`src/rtl/qcv_pkg.sv`:
```
package qcv_pkg;
  localparam int DIGW = 4;

  typedef enum logic [1:0] {
    ST_IDLE = 2'd0,
    ST_ACC  = 2'd1,
    ST_FIN  = 2'd2
  } qcv_state_e;

  // low digit appended to the running value (q >= 0: q, q < 0: 10+q)
  function automatic logic [3:0] q_low(input logic [3:0] d);
    q_low = d[3] ? (d + 4'd10) : d;
  endfunction

  // low digit appended to the decremented value (q > 0: q-1, q <= 0: 9+q)
  function automatic logic [3:0] qm_low(input logic [3:0] d);
    qm_low = (!d[3] && d != 4'd0) ? (d - 4'd1) : (d + 4'd9);
  endfunction
endpackage

```
`src/rtl/qcv_append.sv`:
```
module qcv_append
  import qcv_pkg::*;
#(
  parameter int NDIG = 16
) (
  input  logic [4*NDIG-1:0] q_cur,
  input  logic [4*NDIG-1:0] qm_cur,
  input  logic [3:0]        digit,
  output logic [4*NDIG-1:0] q_nxt,
  output logic [4*NDIG-1:0] qm_nxt
);
  localparam int W = 4 * NDIG;

  logic neg, pos;
  logic [W-1:0] src_q, src_qm;

  always_comb begin
    neg    = digit[3];
    pos    = !digit[3] && (digit != 4'd0);
    src_q  = neg ? qm_cur : q_cur;
    src_qm = pos ? q_cur : qm_cur;
    q_nxt  = {src_q[W-5:0], q_low(digit)};
    qm_nxt = {src_qm[W-5:0], qm_low(digit)};
  end
endmodule

```
`src/rtl/qcv_bcd_inc.sv`:
```
module qcv_bcd_inc #(
  parameter int NDIG = 16
) (
  input  logic [4*NDIG-1:0] val,
  output logic [4*NDIG-1:0] val_inc
);
  logic [NDIG:0] cy;
  assign cy[0] = 1'b1;

  for (genvar g = 0; g < NDIG; g++) begin : g_dig
    logic [3:0] dg;
    assign dg = val[4*g +: 4];
    assign cy[g+1] = cy[g] && (dg == 4'd9);
    assign val_inc[4*g +: 4] = !cy[g] ? dg : ((dg == 4'd9) ? 4'd0 : dg + 4'd1);
  end
endmodule

```
`src/rtl/qcv_final.sv`:
```
module qcv_final #(
  parameter int NDIG = 16
) (
  input  logic [4*NDIG-1:0] q_val,
  input  logic [4*NDIG-1:0] qm_val,
  input  logic              neg,
  input  logic [3:0]        guard,
  input  logic              even_mode,
  output logic [4*NDIG-1:0] result
);
  logic [4*NDIG-1:0] base, base_up;
  logic              bump;

  assign base = neg ? qm_val : q_val;

  qcv_bcd_inc #(.NDIG(NDIG)) u_inc (
    .val     (base),
    .val_inc (base_up)
  );

  assign bump   = even_mode && (guard == 4'd5) && base[0];
  assign result = bump ? base_up : base;
endmodule

```
`src/rtl/dec_otf_quotient.sv`:
```
module dec_otf_quotient
  import qcv_pkg::*;
#(
  parameter int NDIG = 16
) (
  input  logic              clk,
  input  logic              rst,
  input  logic              start,
  input  logic              rnd_even,
  input  logic              digit_valid,
  input  logic [3:0]        digit,
  input  logic              rem_neg,
  output logic [4*NDIG-1:0] quotient,
  output logic              done
);
  localparam int W  = 4 * NDIG;
  localparam int CW = $clog2(NDIG + 1);
  localparam logic [W-1:0]  NINES = {NDIG{4'h9}};
  localparam logic [CW-1:0] LAST  = CW'(NDIG);

  qcv_state_e    state;
  logic [W-1:0]  q_r, qm_r, q_nxt, qm_nxt, res;
  logic [CW-1:0] cnt;
  logic [3:0]    guard_r;
  logic          neg_r, mode_r;
  logic [W-1:0]  quot_r;
  logic          done_r;

  qcv_append #(.NDIG(NDIG)) u_app (
    .q_cur  (q_r),
    .qm_cur (qm_r),
    .digit  (digit),
    .q_nxt  (q_nxt),
    .qm_nxt (qm_nxt)
  );

  qcv_final #(.NDIG(NDIG)) u_fin (
    .q_val     (q_r),
    .qm_val    (qm_r),
    .neg       (neg_r),
    .guard     (guard_r),
    .even_mode (mode_r),
    .result    (res)
  );

  always_ff @(posedge clk) begin
    if (rst) begin
      state   <= ST_IDLE;
      q_r     <= '0;
      qm_r    <= NINES;
      cnt     <= '0;
      guard_r <= '0;
      neg_r   <= 1'b0;
      mode_r  <= 1'b0;
      quot_r  <= '0;
      done_r  <= 1'b0;
    end else if (start) begin
      state  <= ST_ACC;
      q_r    <= '0;
      qm_r   <= NINES;
      cnt    <= '0;
      mode_r <= rnd_even;
      done_r <= 1'b0;
    end else begin
      unique case (state)
        ST_ACC: begin
          if (digit_valid) begin
            if (cnt == LAST) begin
              guard_r <= digit;
              neg_r   <= rem_neg;
              state   <= ST_FIN;
            end else begin
              q_r  <= q_nxt;
              qm_r <= qm_nxt;
              cnt  <= cnt + 1'b1;
            end
          end
        end
        ST_FIN: begin
          quot_r <= res;
          done_r <= 1'b1;
          state  <= ST_IDLE;
        end
        default: ;
      endcase
    end
  end

  assign quotient = quot_r;
  assign done     = done_r;
endmodule

```
`config.mk`:
```
export PLATFORM = sky130hd
export DESIGN_NAME = dec_otf_quotient
export DESIGN_NICKNAME = d
export VERILOG_FILES = /design/src/rtl/qcv_pkg.sv /design/src/rtl/qcv_append.sv /design/src/rtl/qcv_bcd_inc.sv /design/src/rtl/qcv_final.sv /design/src/rtl/dec_otf_quotient.sv
export SDC_FILE = /design/constraint.sdc
export NUM_CORES = 1
export LEC_CHECK = 0
export BUFFER_PORTS_ARGS = -buffer_cell sky130_fd_sc_hd__buf_2
export CORE_AREA = 8 8 153 155
export CTS_CLUSTER_SIZE = 25
export DETAILED_ROUTE_END_ITERATION = 10
export DIE_AREA = 0 0 161 163
export PLACE_DENSITY = 0.75
export SYNTH_ARGS = -nofsm -noshare
export SYNTH_HDL_FRONTEND = slang
export SYNTH_SLANG_ARGS = --single-unit
```
`constraint.sdc`:
```
create_clock -name clk -period 3 [get_ports clk]
set_input_delay 0.45 -clock clk [delete_from_list [all_inputs] [get_ports clk]]
set_output_delay 0.45 -clock clk [all_outputs]
set_load 0.01 [all_outputs]
```
# Yosys cells after proc, flatten, opt, wreduce, memory -nomap -nowiden
# Index checks and enable logic that the tools add are counted.
# totals
wordCells	124
inputBits	10
output_inout_bits	65
reg_bits	206
# classes
n_reduce_logical	27
addsub	20
bitwise_logic	2
muxes	41
n_eq_ne	24
# ops
op	n
two-way mux 4 bit	33
two-way mux 64 bit	2
two-way mux 60 bit	2
adder 4 x 1 -> 4 bit (second input constant)	16
equality test 4 bit (second input constant)	16
logical AND 1 bit	17
AND reduction 3 bit	3
adder 4 bit (second input constant)	2
inequality test 3 bit (second input constant)	2
adder 5 x 1 -> 5 bit (second input constant)	1
equality test 5 bit (second input constant)	1
equality test 4 x 3 -> 1 bit (second input constant)	1
two-way mux 2 bit	2
inequality test 2 bit (second input constant)	2
one-hot mux 2 bit (2 select lines)	1
AND reduction 4 bit	1
nonzero test 4 bit	1
subtractor 4 x 1 -> 4 bit (second input constant)	1
nonzero test 3 bit	1
equality test 2 x 1 -> 1 bit (second input constant)	1
equality test 2 bit (second input constant)	1
NOT 1 bit	2
AND reduction 2 bit	1
nonzero test 2 bit	1
3 further kinds	3

# Depth between registers and ports, before layout
# Gate-level depths: netlist of the first run.
# logic_depth
ltp_word	18
depth_mapped	13
mapped_depth_nobuf	8

# Modules after synthesis
# A second synthesis of the first run with hierarchy kept.
# unflattened
hier_cells	1461
hier_area_um2	13145.1
# modules_own_cells
module	area_per_inst_um2	n_inst	seq_area_each_um2	cells_per_inst
dec_otf_quotient	8044.0	1	4124.0	904
qcv_append	1845.5	1	0.0	153
qcv_bcd_inc	1684.1	1	0.0	258
qcv_final	1571.5	1	0.0	146

# Worst setup path after synthesis of the first run
# OpenSTA, ideal clock, no wires.
# synth_timing
kind	register to register
from	reg neg_r
to	reg quot_r[58] (netlist: quotient[58])
slack_ns	0.160
stages_incl_launch_ff	10
arrival_ns	2.713
path_buffers	3
setup_time_ns	0.127
required_ns	2.873
period_less_slack_ns	2.840
path_cell_list	dfxtp_1 > buf_6 > buf_6 > or3b_1 > a22o_1 > buf_6 > nor4_4 > nand4_1 > o2111a_1 > or3b_1
# synth_via
elab_chain_cells	17
elab_cells_between_ends	34
classes_between	add/sub: 1; eq/ne: 15; mux: 4; reduce/logical: 14
# synth_lines
element	line_no	text
from (decl)	dec_otf_quotient.sv:25	logic neg_r, mode_r;
from (signal assigned)	dec_otf_quotient.sv:70	neg_r <= rem_neg;
two-way mux 64 bit *	qcv_final.sv:14	assign base = neg ? qm_val : q_val;
equality test 4 bit	qcv_bcd_inc.sv:13	assign cy[g+1] = cy[g] && (dg == 4'd9);
logical AND 1 bit (13 in a row)	qcv_bcd_inc.sv:13	
two-way mux 4 bit	qcv_bcd_inc.sv:14	assign val_inc[4*g +: 4] = !cy[g] ? dg : ((dg == 4'd9) ? 4'd0 : dg + 4'd1);
two-way mux 64 bit *	qcv_final.sv:22	assign result = bump ? base_up : base;
to (signal assigned)	dec_otf_quotient.sv:80	quot_r <= res;
to (decl)	dec_otf_quotient.sv:26	logic [W-1:0] quot_r;
# Every way passes the cells marked *; elsewhere a longest branch is shown, timed or not.
# A chain may end at the register's enable or synchronous reset.

# Worst setup path after layout of the first run
# layout_timing
from	reg neg_r
to	reg quot_r[51] (netlist: quotient[51])
# layout_via
elab_chain_cells	15
elab_cells_between_ends	30
classes_between	add/sub: 1; eq/ne: 13; mux: 4; reduce/logical: 12
# layout_lines
element	line_no
two-way mux 64 bit *	qcv_final.sv:14
equality test 4 bit	qcv_bcd_inc.sv:13
logical AND 1 bit (11 in a row)	qcv_bcd_inc.sv:13
two-way mux 4 bit	qcv_bcd_inc.sv:14
two-way mux 64 bit *	qcv_final.sv:22
# Marks and branches as above.

==> impl_metrics.env, run 1 <==
export IMPL_setup_tns_final_ns=0
export IMPL_hold_ws_ns=0.2174
export IMPL_synth_mux_area_fraction=0.1858
export IMPL_holdBufCountCts=0
export IMPL_run_status="finished clean"
export IMPL_final_max_slew_violation_count=0
export IMPL_post_cts_setup_buffers=0
export IMPL_synth_adder_area_share=0.006218
export IMPL_numPlacedInstances=1599
export IMPL_timing_clock_skew_ns=0.01567
export IMPL_numCtsBuffers=22
export IMPL_dr_first_iter_drc_count=964
export IMPL_drt_total_wl_mm=31.57
export IMPL_vias_per_cell=6.281
export IMPL_worstSetupEndpointType="flip-flop"
export IMPL_nets=1363
export IMPL_firstDrtPassIters=6
export IMPL_drt_wirelength_per_cell_um=19.27
export IMPL_async_flop_share=0
export IMPL_crit_path_start_kind="flip-flop"
export IMPL_proportion_of_synthesized_chip_area_in_sequential_cells=0.3660
export IMPL_yosysMostFrequentCell="sky130_fd_sc_hd__dfxtp_1"
export IMPL_irDropWorstVdd_v=0.0002561
export IMPL_floorplan_die_width_um=161
export IMPL_average_cell_area_after_synthesis_um2=8.695
export IMPL_tritoncts_clock_tree="done"
export IMPL_holdCritPathClass="in -> reg"
export IMPL_total_area_of_multi_input_combinational_cells_um2=6694
export IMPL_synth_area_um2=11270
export IMPL_synth_ff_latch_count=206
export IMPL_drc_errors=0
export IMPL_synth_commonest_cells="sky130_fd_sc_hd__dfxtp_1 (206), sky130_fd_sc_hd__mux2i_1 (172), sky130_fd_sc_hd__nor2_1 (152), sky130_fd_sc_hd__a211oi_1 (97), sky130_fd_sc_hd__nand2_1 (93)"
export IMPL_actual_transition_at_the_worst_max_transition_pin_ns=0.6385
export IMPL_core_footprint_um2=20820
export IMPL_power_per_cell_area_nw_per_um2=475.3
export IMPL_clk_insertion_delay_late_ns=0.52
export IMPL_total_overflow_reported_by_the_global_router=0
export IMPL_drive_gt1_frac=0.1651
export IMPL_num_fill_cells=1800
export IMPL_clk_pin_slew_ns=0.06
export IMPL_number_of_antenna_violations_at_the_first_check_in_global_routing=0
export IMPL_pin_count=75
export IMPL_power_leakage_nw=4.925
export IMPL_timing_critical_path_cells="buf_16 > buf_4 > nand3b_1 > a22oi_2 > nor3b_1 > nand4_1 > or4_1 > a31oi_1"
export IMPL_synth_compound_gate_area_share=0.1805
export IMPL_max_freq_ghz=0.3474
export IMPL_final_instance_count_excl_fill=1638
export IMPL_cp_required_ns=3.44
export IMPL_globalRouteTotalUtil=0.2284
export IMPL_slowest_stage="sky130_fd_sc_hd__or4_1"
export IMPL_synth_cell_type_count=73
export IMPL_yosys_area_share_simple=0.2056
export IMPL_share_of_the_cycle_needed_by_the_critical_path_after_routing=0.9596
export IMPL_dpl_hpwl_mm=21.49
export IMPL_post_layout_total_power_w=0.006103
export IMPL_port_buffer_count=74
export IMPL_cap_violations=0
export IMPL_tritoncts_num_sinks=206
export IMPL_unrepaired_setup_endpoints_after_global_routing="yes"
export IMPL_setup_violations=0
export IMPL_placement_rows=53
export IMPL_synthToLayoutAreaGrowth_pct=13.96
export IMPL_layout_min_cycle_time_ns=2.879
export IMPL_start_util=0.5412
export IMPL_crit_path_max_fanout=49
export IMPL_yosysWarnings=0
export IMPL_post_synth_xor_area_fraction=0.01166
export IMPL_cts_htree_levels=1
export IMPL_place_gp_congestion=0.9343
export IMPL_remaining_antenna_violation_count_after_routing=0
export IMPL_yosysTopAreaCell="sky130_fd_sc_hd__dfxtp_1"
export IMPL_yosys_most_used_dff="sky130_fd_sc_hd__dfxtp_1"
export IMPL_crit_type="reg -> reg"
export IMPL_root_buffer="sky130_fd_sc_hd__clkbuf_16"
export IMPL_timing_max_slew_rel_slack=0.5685
export IMPL_floorplan_die_area_um2=26240
export IMPL_grt_max_degree=118
export IMPL_grt_first_pass_wirelength_mm=50.06
export IMPL_cp_data_arrival_time_ns=3.32
export IMPL_crit_path_max_incr_delay_ns=0.60
export IMPL_hold_viol=0
export IMPL_first_global_vias=9382
export IMPL_synth_top_cell_area_share=0.3660
export IMPL_synth_cells=1296
export IMPL_n_antenna_cell=0
export IMPL_vias=10290
export IMPL_mappedNetlistNets=1311
export IMPL_dominant_combinational_cell_family_by_area_after_synthesis="simple AND/OR/NAND/NOR gates"
export IMPL_synth_enable_flop_cells=0
export IMPL_sequential_cell_area_um2=4128
export IMPL_chipHeight_um=163
export IMPL_cts_resized_gates=0
export IMPL_yosys_top_cells_area="sky130_fd_sc_hd__dfxtp_1 (37%), sky130_fd_sc_hd__mux2i_1 (15%), sky130_fd_sc_hd__a211oi_1 (6.5%)"
export IMPL_max_clock_path_buffers=3
export IMPL_final_core_util=0.6167
==> metal layers <==
metal	wire, um	track usage	vias up
li1	-	-	4940
met1	14700	0.3266	4893
met2	13450	0.3415	397
met3	2716	0.04676	58
met4	696	0.06355	0
met5	0	0	-
==> per-stage QoR <==
stage | area (um^2) | setup WS, ns
4_1_cts | 12820 | 0.04341
3_5_place_dp | 12100 | 0.06682
3_3_place_gp | 12100 | 0.1658
5_1_grt | 12840 | -0.07359
6_report | 12840 | 0.1212
2_1_floorplan | 11270 | 0.1597
==> cells in the final DEF (no fill, tap or decap), drive strengths merged, types with 34 or more instances in the layout <==
master  Yosys  final
a211oi     97     97
a21oi      41     41
buf        29    132
dfxtp     206    206
mux2i     172    172
nand2      93     93
nand3      48     48
nor2      152    152
nor3       34     34
o211ai     38     38
o21ai      39     39
==> flip-flops by register name, indices dropped and copies added (netlist names) <==
name      cells
qm_r         64
cnt           5
mode_r        1
quotient     64
done          1
q_r          64
state         2
neg_r         1
guard_r       4
==> area by class of cell <==
class	count	area share
multi-input combinational	969	0.5213
tap	275	0.02680
clock inverter	10	0.007990
inverter	17	0.004969
timing repair buffer	132	0.06938
sequential	206	0.3214
clock buffer	29	0.04813
==> power by group <==
part	leakage, nW	internal (W)	total [W]	switching (W)
Sequential	1.67	0.00279	0.00285	0.0000665
Clock	0.358	0.00162	0.00275	0.00113
Combinational	2.90	0.000187	0.000498	0.000311
Total	4.93	0.00459	0.00610	0.00151
==> path summary, 6_finish.rpt <==
check,cells after the start,start,slack (ns),to
setup / recovery,8,neg_r$_SDFFE_PP0P_,0.12,quotient[51]$_SDFFE_PP0P_
hold / removal,3,rem_neg,0.22,neg_r$_SDFFE_PP0P_
setup reg to reg,8,neg_r$_SDFFE_PP0P_,0.12,quotient[51]$_SDFFE_PP0P_
hold reg to reg,2,quotient[2]$_SDFFE_PP0P_,0.45,quotient[2]$_SDFFE_PP0P_
==> worst max-delay path, delay by kind of cell (launching register included) <==
family / cells / cell delay, ns
buffers and inverters: 2 / 0.51
AND/OR/NAND/NOR: 4 / 1.30
AO/OA/AOI/OAI: 2 / 0.44
flip-flops: 1 / 0.53
==> kinds of logic after synthesis <==
logic type | after synthesis
simple gates | 452
compound gates | 292
flops | 206
mux | 205
buf+inv | 121
xor+xnor | 15
fa+ha+maj | 5
Power figures use the tool's default switching activity.
==> run 2, diff against run 1 <==
--- a/config.mk
+++ b/config.mk
@@ -10,7 +10,7 @@
 export CTS_CLUSTER_SIZE = 25
 export DETAILED_ROUTE_END_ITERATION = 10
 export DIE_AREA = 0 0 161 163
-export PLACE_DENSITY = 0.75
+export PLACE_DENSITY_LB_ADDON = 0.25
 export SYNTH_ARGS = -nofsm -noshare
 export SYNTH_HDL_FRONTEND = slang
 export SYNTH_SLANG_ARGS = --single-unit
==> run 2 against run 1 <==
  * Clock skew is 0.0040 ns higher
  * Die area stayed put
  * Sequential share of layout area is 0.44 points lower
  * Routed wire length hardly changed
  * Flip-flop and latch count stayed put
  * Utilization is 0.87 points higher
  * Global-route usage is 0.64 points higher
  * Combinational power hardly changed
  * Critical endpoint is now quotient[61]$_SDFFE_PP0P_
  * Largest cell class unchanged
==> impl_metrics.env, run 2 (synthesis gave the netlist of run 1 again) <==
export IMPL_remaining_antenna_violation_count_after_routing=0
export IMPL_max_freq_ghz=0.3529
export IMPL_sequential_cell_area_um2=4128
export IMPL_total_area_of_multi_input_combinational_cells_um2=6705
export IMPL_cp_required_ns=3.43
export IMPL_unrepaired_setup_endpoints_after_global_routing="no"
export IMPL_power_leakage_nw=4.987
export IMPL_n_antenna_cell=0
export IMPL_power_per_cell_area_nw_per_um2=495.7
export IMPL_worstSetupEndpointType="flip-flop"
export IMPL_layout_common_cells="sky130_fd_sc_hd__dfxtp_1 (205), sky130_fd_sc_hd__mux2i_1 (172), sky130_fd_sc_hd__nor2_1 (150)"
export IMPL_firstDrtPassIters=5
export IMPL_tritoncts_clock_tree="done"
export IMPL_final_common_cell="sky130_fd_sc_hd__dfxtp_1"
export IMPL_floorplan_die_area_um2=26240
export IMPL_setup_violations=0
export IMPL_grt_first_pass_wirelength_mm=51.40
export IMPL_switchingPower_w=0.001530
export IMPL_drt_wirelength_per_cell_um=19.26
export IMPL_hold_ws_ns=0.1832
export IMPL_share_seq_of_total_power=0.442
export IMPL_met2_usage=0.3505
export IMPL_hold_viol=0
export IMPL_root_buffer="sky130_fd_sc_hd__clkbuf_16"
export IMPL_comb_power_share=0.077
export IMPL_final_instance_count_excl_fill=1640
export IMPL_finalWorstSetupSlack_ns=0.1665
export IMPL_numPlacedInstances=1597
export IMPL_preCtsSetupSlack_ns=0.1784
export IMPL_crit_type="reg -> reg"
export IMPL_crit_path_max_fanout=42
export IMPL_floorplan_die_width_um=161
export IMPL_irDropWorstVdd_v=0.0005356
export IMPL_share_of_the_cycle_needed_by_the_critical_path_after_routing=0.9445
export IMPL_drc_errors=0
export IMPL_max_clock_path_buffers=3
export IMPL_cts_htree_levels=1
export IMPL_synthToLayoutAreaGrowth_pct=15.56
export IMPL_numCtsBuffers=24
export IMPL_core_footprint_um2=20820
export IMPL_globalRouteTotalUtil=0.2348
export IMPL_run_status="finished clean"
export IMPL_dpl_hpwl_mm=21.48
export IMPL_timing_clock_skew_ns=0.01965
export IMPL_first_global_vias=9501
export IMPL_p_sw_frac=0.2370
export IMPL_pin_count=75
export IMPL_globalRouteMet3Util=0.03438
export IMPL_placement_rows=53
export IMPL_cp_data_arrival_time_ns=3.27
export IMPL_chipHeight_um=163
export IMPL_grt_most_used_layer="met2"
export IMPL_layout_min_cycle_time_ns=2.833
export IMPL_holdBufCountCts=0
export IMPL_drive_gt1_frac=0.1663
export IMPL_place_gp_congestion=0.9097
export IMPL_groute_layer_met1_usage=0.3483
export IMPL_timing_max_slew_rel_slack=0.5247
export IMPL_dr_first_iter_drc_count=1016
export IMPL_setup_tns_final_ns=0
export IMPL_number_of_antenna_violations_at_the_first_check_in_global_routing=0
export IMPL_final_max_slew_violation_count=0
export IMPL_drt_total_wl_mm=31.59
export IMPL_r2r_slack_ns=0.17
export IMPL_total_overflow_reported_by_the_global_router=0
export IMPL_grt_max_degree=87
export IMPL_vias_per_cell=6.265
export IMPL_vias=10270
export IMPL_clk_pin_slew_ns=0.06
export IMPL_holdCritPathClass="in -> reg"
export IMPL_actual_transition_at_the_worst_max_transition_pin_ns=0.7129
export IMPL_crit_path_start_kind="flip-flop"
export IMPL_cap_violations=0
export IMPL_start_util=0.5412
export IMPL_clk_insertion_delay_late_ns=0.52
export IMPL_clock_power_frac=0.481
export IMPL_tritoncts_num_sinks=206
export IMPL_cell_internal_pwr_w=0.004925
export IMPL_num_fill_cells=1763
export IMPL_port_buffer_count=74
export IMPL_nets=1364
-- run 2: cell count changes in the layout (fill, tap and decap cells not counted), moves of 2 or more --
cell	change
sky130_fd_sc_hd__clkinv_2	-6
sky130_fd_sc_hd__clkbuf_8	+5
sky130_fd_sc_hd__clkbuf_16	+2
sky130_fd_sc_hd__buf_12	+5
sky130_fd_sc_hd__buf_4	-6
-- run 2: path summary, 6_finish.rpt --
kind,endpoint,startpoint,cells past startpoint
hold / removal,mode_r$_SDFFE_PP0P_,rnd_even,3
hold reg to reg,quotient[10]$_SDFFE_PP0P_,quotient[10]$_SDFFE_PP0P_,2
setup / recovery,quotient[61]$_SDFFE_PP0P_,neg_r$_SDFFE_PP0P_,9
setup reg to reg,quotient[61]$_SDFFE_PP0P_,neg_r$_SDFFE_PP0P_,9
-- run 2: power groups by stage --
stage	clock network, W	logic, W	registers [W]
final	0.00310	0.000495	0.00286
after global routing	0.00324	0.000544	0.00286
after CTS	0.00314	0.000493	0.00285
after detailed placement	0	0.000489	0.00291
after global placement	0	0.000480	0.00291
after floorplan	0	0.000369	0.00289
-- run 2: final cells by class --
cell class | instances | share of cell area
multi-input combinational | 969 | 0.5149
clock inverter | 6 | 0.008744
inverter | 17 | 0.004901
tap | 275 | 0.02642
timing repair buffer | 131 | 0.07139
clock buffer | 36 | 0.05660
sequential | 206 | 0.3170
-- run 2: metrics by stage --
stage | utilization | power, W | area (um^2)
6_report | 0.6253 | 0.006455 | 13020
5_1_grt | 0.6253 | 0.006651 | 13020
4_1_cts | 0.6238 | 0.006490 | 12990
3_5_place_dp | 0.5830 | 0.003402 | 12140
3_3_place_gp | 0.5830 | 0.003391 | 12140
2_1_floorplan | - | 0.003259 | 11270
-- run 2: per-layer routing --
layer / vias up / wire [um]
met5: - / 0
li1: 4948 / -
met1: 4926 / 15300
met3: 41 / 2453
met4: 0 / 541
met2: 359 / 13300
-- run 2: worst max-delay path, cell delays in order, from the launching register on --
cell and delay, ns:
sky130_fd_sc_hd__dfxtp_4 0.41, sky130_fd_sc_hd__buf_12 0.20, sky130_fd_sc_hd__or3b_2 0.48, sky130_fd_sc_hd__a22o_1 0.28, sky130_fd_sc_hd__nor3b_2 0.32, sky130_fd_sc_hd__buf_4 0.20, sky130_fd_sc_hd__nand4_1 0.12, sky130_fd_sc_hd__buf_4 0.20
sky130_fd_sc_hd__or3_1 0.36, sky130_fd_sc_hd__a31oi_1 0.16
-- run 2: what timing repair did --
action                     4_1_cts  5_1_grt
buffers inserted                 0        1
setup endpoints to repair        0        5
gates resized for setup          0        6
==> run 3, diff against run 2 <==
--- a/config.mk
+++ b/config.mk
@@ -5,7 +5,7 @@
 export SDC_FILE = /design/constraint.sdc
 export NUM_CORES = 1
 export LEC_CHECK = 0
-export BUFFER_PORTS_ARGS = -buffer_cell sky130_fd_sc_hd__buf_2
+export BUFFER_PORTS_ARGS = -buffer_cell sky130_fd_sc_hd__buf_4
 export CORE_AREA = 8 8 153 155
 export CTS_CLUSTER_SIZE = 25
 export DETAILED_ROUTE_END_ITERATION = 10
==> run 3 against run 2 <==
  * Clock skew down 0.011 ns
  * Final area barely moved
  * Power down 6.0%
  * Sequential share of layout area barely moved
  * Hold slack improved by 0.0068 ns
  * Register-to-register slack worse by 0.04 ns
  * Fmax shrank 1.4%
  * Via count is 0.48% lower
  * Cell count decreased by 0.43%
  * Count of clock-buffer cells in the layout down 2
  * Routed wire length grew 0.30%
  * Largest power group is now registers
  * Highest routed layer unchanged
==> impl_metrics.env, run 3 (synthesis gave the netlist of run 1 again) <==
export IMPL_timing_clock_skew_ns=0.008199
export IMPL_detailed_place_area_um2=12290
export IMPL_tritoncts_clock_tree="done"
export IMPL_drt_wirelength_per_cell_um=19.41
export IMPL_synthToLayoutAreaGrowth_pct=15.58
export IMPL_grt_max_degree=94
export IMPL_root_buffer="sky130_fd_sc_hd__clkbuf_16"
export IMPL_slowest_stage="sky130_fd_sc_hd__or4_1"
export IMPL_run_status="finished clean"
export IMPL_power_per_cell_area_nw_per_um2=465.7
export IMPL_worstSetupEndpointType="flip-flop"
export IMPL_switchingPower_w=0.001461
export IMPL_core_footprint_um2=20820
export IMPL_remaining_antenna_violation_count_after_routing=0
export IMPL_globalRouteTotalUtil=0.2346
export IMPL_irDropWorstVdd_v=0.0003158
export IMPL_cp_common_cell="sky130_fd_sc_hd__or4_1"
export IMPL_chipHeight_um=163
export IMPL_port_buffer_count=74
export IMPL_max_clock_path_buffers=3
export IMPL_critical_path_buf_inv_count=0
export IMPL_vias=10230
export IMPL_critical_path_reg2reg_endpoint="quotient[48]$_SDFFE_PP0P_"
export IMPL_crit_path_max_incr_delay_ns=0.69
export IMPL_drive_gt1_frac=0.1591
export IMPL_floorplan_die_width_um=161
export IMPL_numCtsBuffers=23
export IMPL_vias_per_cell=6.261
export IMPL_cell_internal_pwr_w=0.004604
export IMPL_firstDrtPassIters=6
export IMPL_n_antenna_cell=0
export IMPL_holdCritPathClass="in -> reg"
export IMPL_min_delay_path_depth=3
export IMPL_r2r_slack_ns=0.13
export IMPL_sequential_cell_area_um2=4128
export IMPL_dominant_delay_contributor_by_cell_family_on_the_critical_path="simple AND/OR/NAND/NOR gates"
export IMPL_cp_data_arrival_time_ns=3.30
export IMPL_setup_tns_final_ns=0
export IMPL_start_util=0.5412
export IMPL_final_max_slew_violation_count=0
export IMPL_clk_pin_slew_ns=0.06
export IMPL_min_to="mode_r$_SDFFE_PP0P_"
export IMPL_dpl_hpwl_mm=21.36
export IMPL_launch_point_of_the_worst_hold_path="rnd_even"
export IMPL_worst_r2r_startpoint="neg_r$_SDFFE_PP0P_"
export IMPL_p_sw_frac=0.2409
export IMPL_setup_violations=0
export IMPL_timing_critical_path_cells="or3b_1 > a22o_1 > or4_1 > or4_1 > a21bo_1 > a21oi_1"
export IMPL_max_freq_ghz=0.3481
export IMPL_share_seq_of_total_power=0.471
export IMPL_clk_insertion_delay_late_ns=0.50
export IMPL_tritoncts_num_sinks=206
export IMPL_drt_total_wl_mm=31.69
export IMPL_final_core_util=0.6255
export IMPL_hold_viol=0
export IMPL_number_of_antenna_violations_at_the_first_check_in_global_routing=0
export IMPL_layout_common_cells="sky130_fd_sc_hd__dfxtp_1 (205), sky130_fd_sc_hd__mux2i_1 (172), sky130_fd_sc_hd__nor2_1 (150)"
export IMPL_crit_path_max_fanout=17
export IMPL_actual_transition_at_the_worst_max_transition_pin_ns=0.6515
export IMPL_worst_reg2reg_path_depth=6
export IMPL_cts_htree_levels=1
export IMPL_numPlacedInstances=1595
export IMPL_postLayoutCellArea_um2=13020
export IMPL_nets=1362
export IMPL_critical_path_cell_count=6
export IMPL_drc_errors=0
export IMPL_total_overflow_reported_by_the_global_router=0
export IMPL_num_fill_cells=1787
export IMPL_timing_max_slew_rel_slack=0.5597
export IMPL_share_of_the_cycle_needed_by_the_critical_path_after_routing=0.9574
export IMPL_cp_required_ns=3.43
export IMPL_grt_first_pass_wirelength_mm=51.14
export IMPL_final_common_cell="sky130_fd_sc_hd__dfxtp_1"
export IMPL_final_instance_count_excl_fill=1633
export IMPL_unrepaired_setup_endpoints_after_global_routing="yes"
export IMPL_crit_type="reg -> reg"
export IMPL_place_gp_congestion=0.8911
export IMPL_pin_count=75
export IMPL_crit_path_start_kind="flip-flop"
export IMPL_layout_min_cycle_time_ns=2.872
export IMPL_total_area_of_multi_input_combinational_cells_um2=6688
export IMPL_comb_power_share=0.083
export IMPL_first_global_vias=9324
export IMPL_power_leakage_nw=4.930
export IMPL_critical_path_source="neg_r$_SDFFE_PP0P_"
export IMPL_hold_ws_ns=0.1900
export IMPL_clock_power_frac=0.446
export IMPL_floorplan_die_area_um2=26240
export IMPL_cap_violations=0
export IMPL_placement_rows=53
export IMPL_dr_first_iter_drc_count=838
run 3: changes by cell type in the layout (fill, tap and decap cells not counted), sizes merged:
cell      change
bufinv        -2
clkinvlp      -1
clkbuf        -2
inv           -1
buf           -1
run 3: layout make-up:
class,count,share of cell area
flip-flops and latches,206,0.3169
clock inverters,2,0.002690
multi-input cells,969,0.5135
inverters,17,0.004900
well taps,275,0.02642
repair buffers,130,0.08358
clock buffers,34,0.05197
run 3: worst max-delay path by stage:
stage | endpoint | slack, ns
finish | quotient[48]$_SDFFE_PP0P_ | 0.13
global route | quotient[43]$_SDFFE_PP0P_ | -0.06
CTS | quotient[51]$_SDFFE_PP0P_ | 0.09
detailed placement | quotient[51]$_SDFFE_PP0P_ | 0.10
global placement | quotient[17]$_SDFFE_PP0P_ | 0.19
floorplan | quotient[58]$_SDFFE_PP0P_ | 0.16
run 3: routing by layer:
metal | vias to the layer above | wire length, um | GRT usage
met2 | 359 | 13050 | 0.3415
met1 | 4861 | 15200 | 0.3392
met3 | 49 | 2868 | 0.06067
met4 | 0 | 564 | 0.05387
met5 | - | 0 | 0
li1 | 4956 | - | -
run 3: power by group through the flow:
| stage | clock, W | sequential, W | combinational, W |
|---|---|---|---|
| after global placement | 0 | 0.00291 | 0.000485 |
| after detailed placement | 0 | 0.00291 | 0.000496 |
| after floorplan | 0 | 0.00289 | 0.000369 |
| after global routing | 0.00286 | 0.00286 | 0.000549 |
| final | 0.00271 | 0.00286 | 0.000502 |
| after CTS | 0.00274 | 0.00285 | 0.000498 |
run 3: through the flow:
step,worst slack [ns],total power [W]
finish,0.1277,0.006065
global route,-0.05951,0.006272
CTS,0.09017,0.006089
detailed placement,0.1019,0.003408
floorplan,0.1597,0.003259
global placement,0.1907,0.003395
run 3: worst reg2reg max path: stages (launching register included):
cell and delay, ns:
sky130_fd_sc_hd__dfxtp_4 0.43, sky130_fd_sc_hd__or3b_1 0.42, sky130_fd_sc_hd__a22o_1 0.33, sky130_fd_sc_hd__or4_1 0.70
sky130_fd_sc_hd__or4_1 0.60, sky130_fd_sc_hd__a21bo_1 0.21, sky130_fd_sc_hd__a21oi_1 0.13
run 3: what timing repair did:
| action | CTS | global route |
|---|---|---|
| hold buffers | 0 | 0 |
| gates resized for setup | 0 | 2 |
| setup endpoints to repair | 0 | 4 |
| buffers inserted | 0 | 2 |
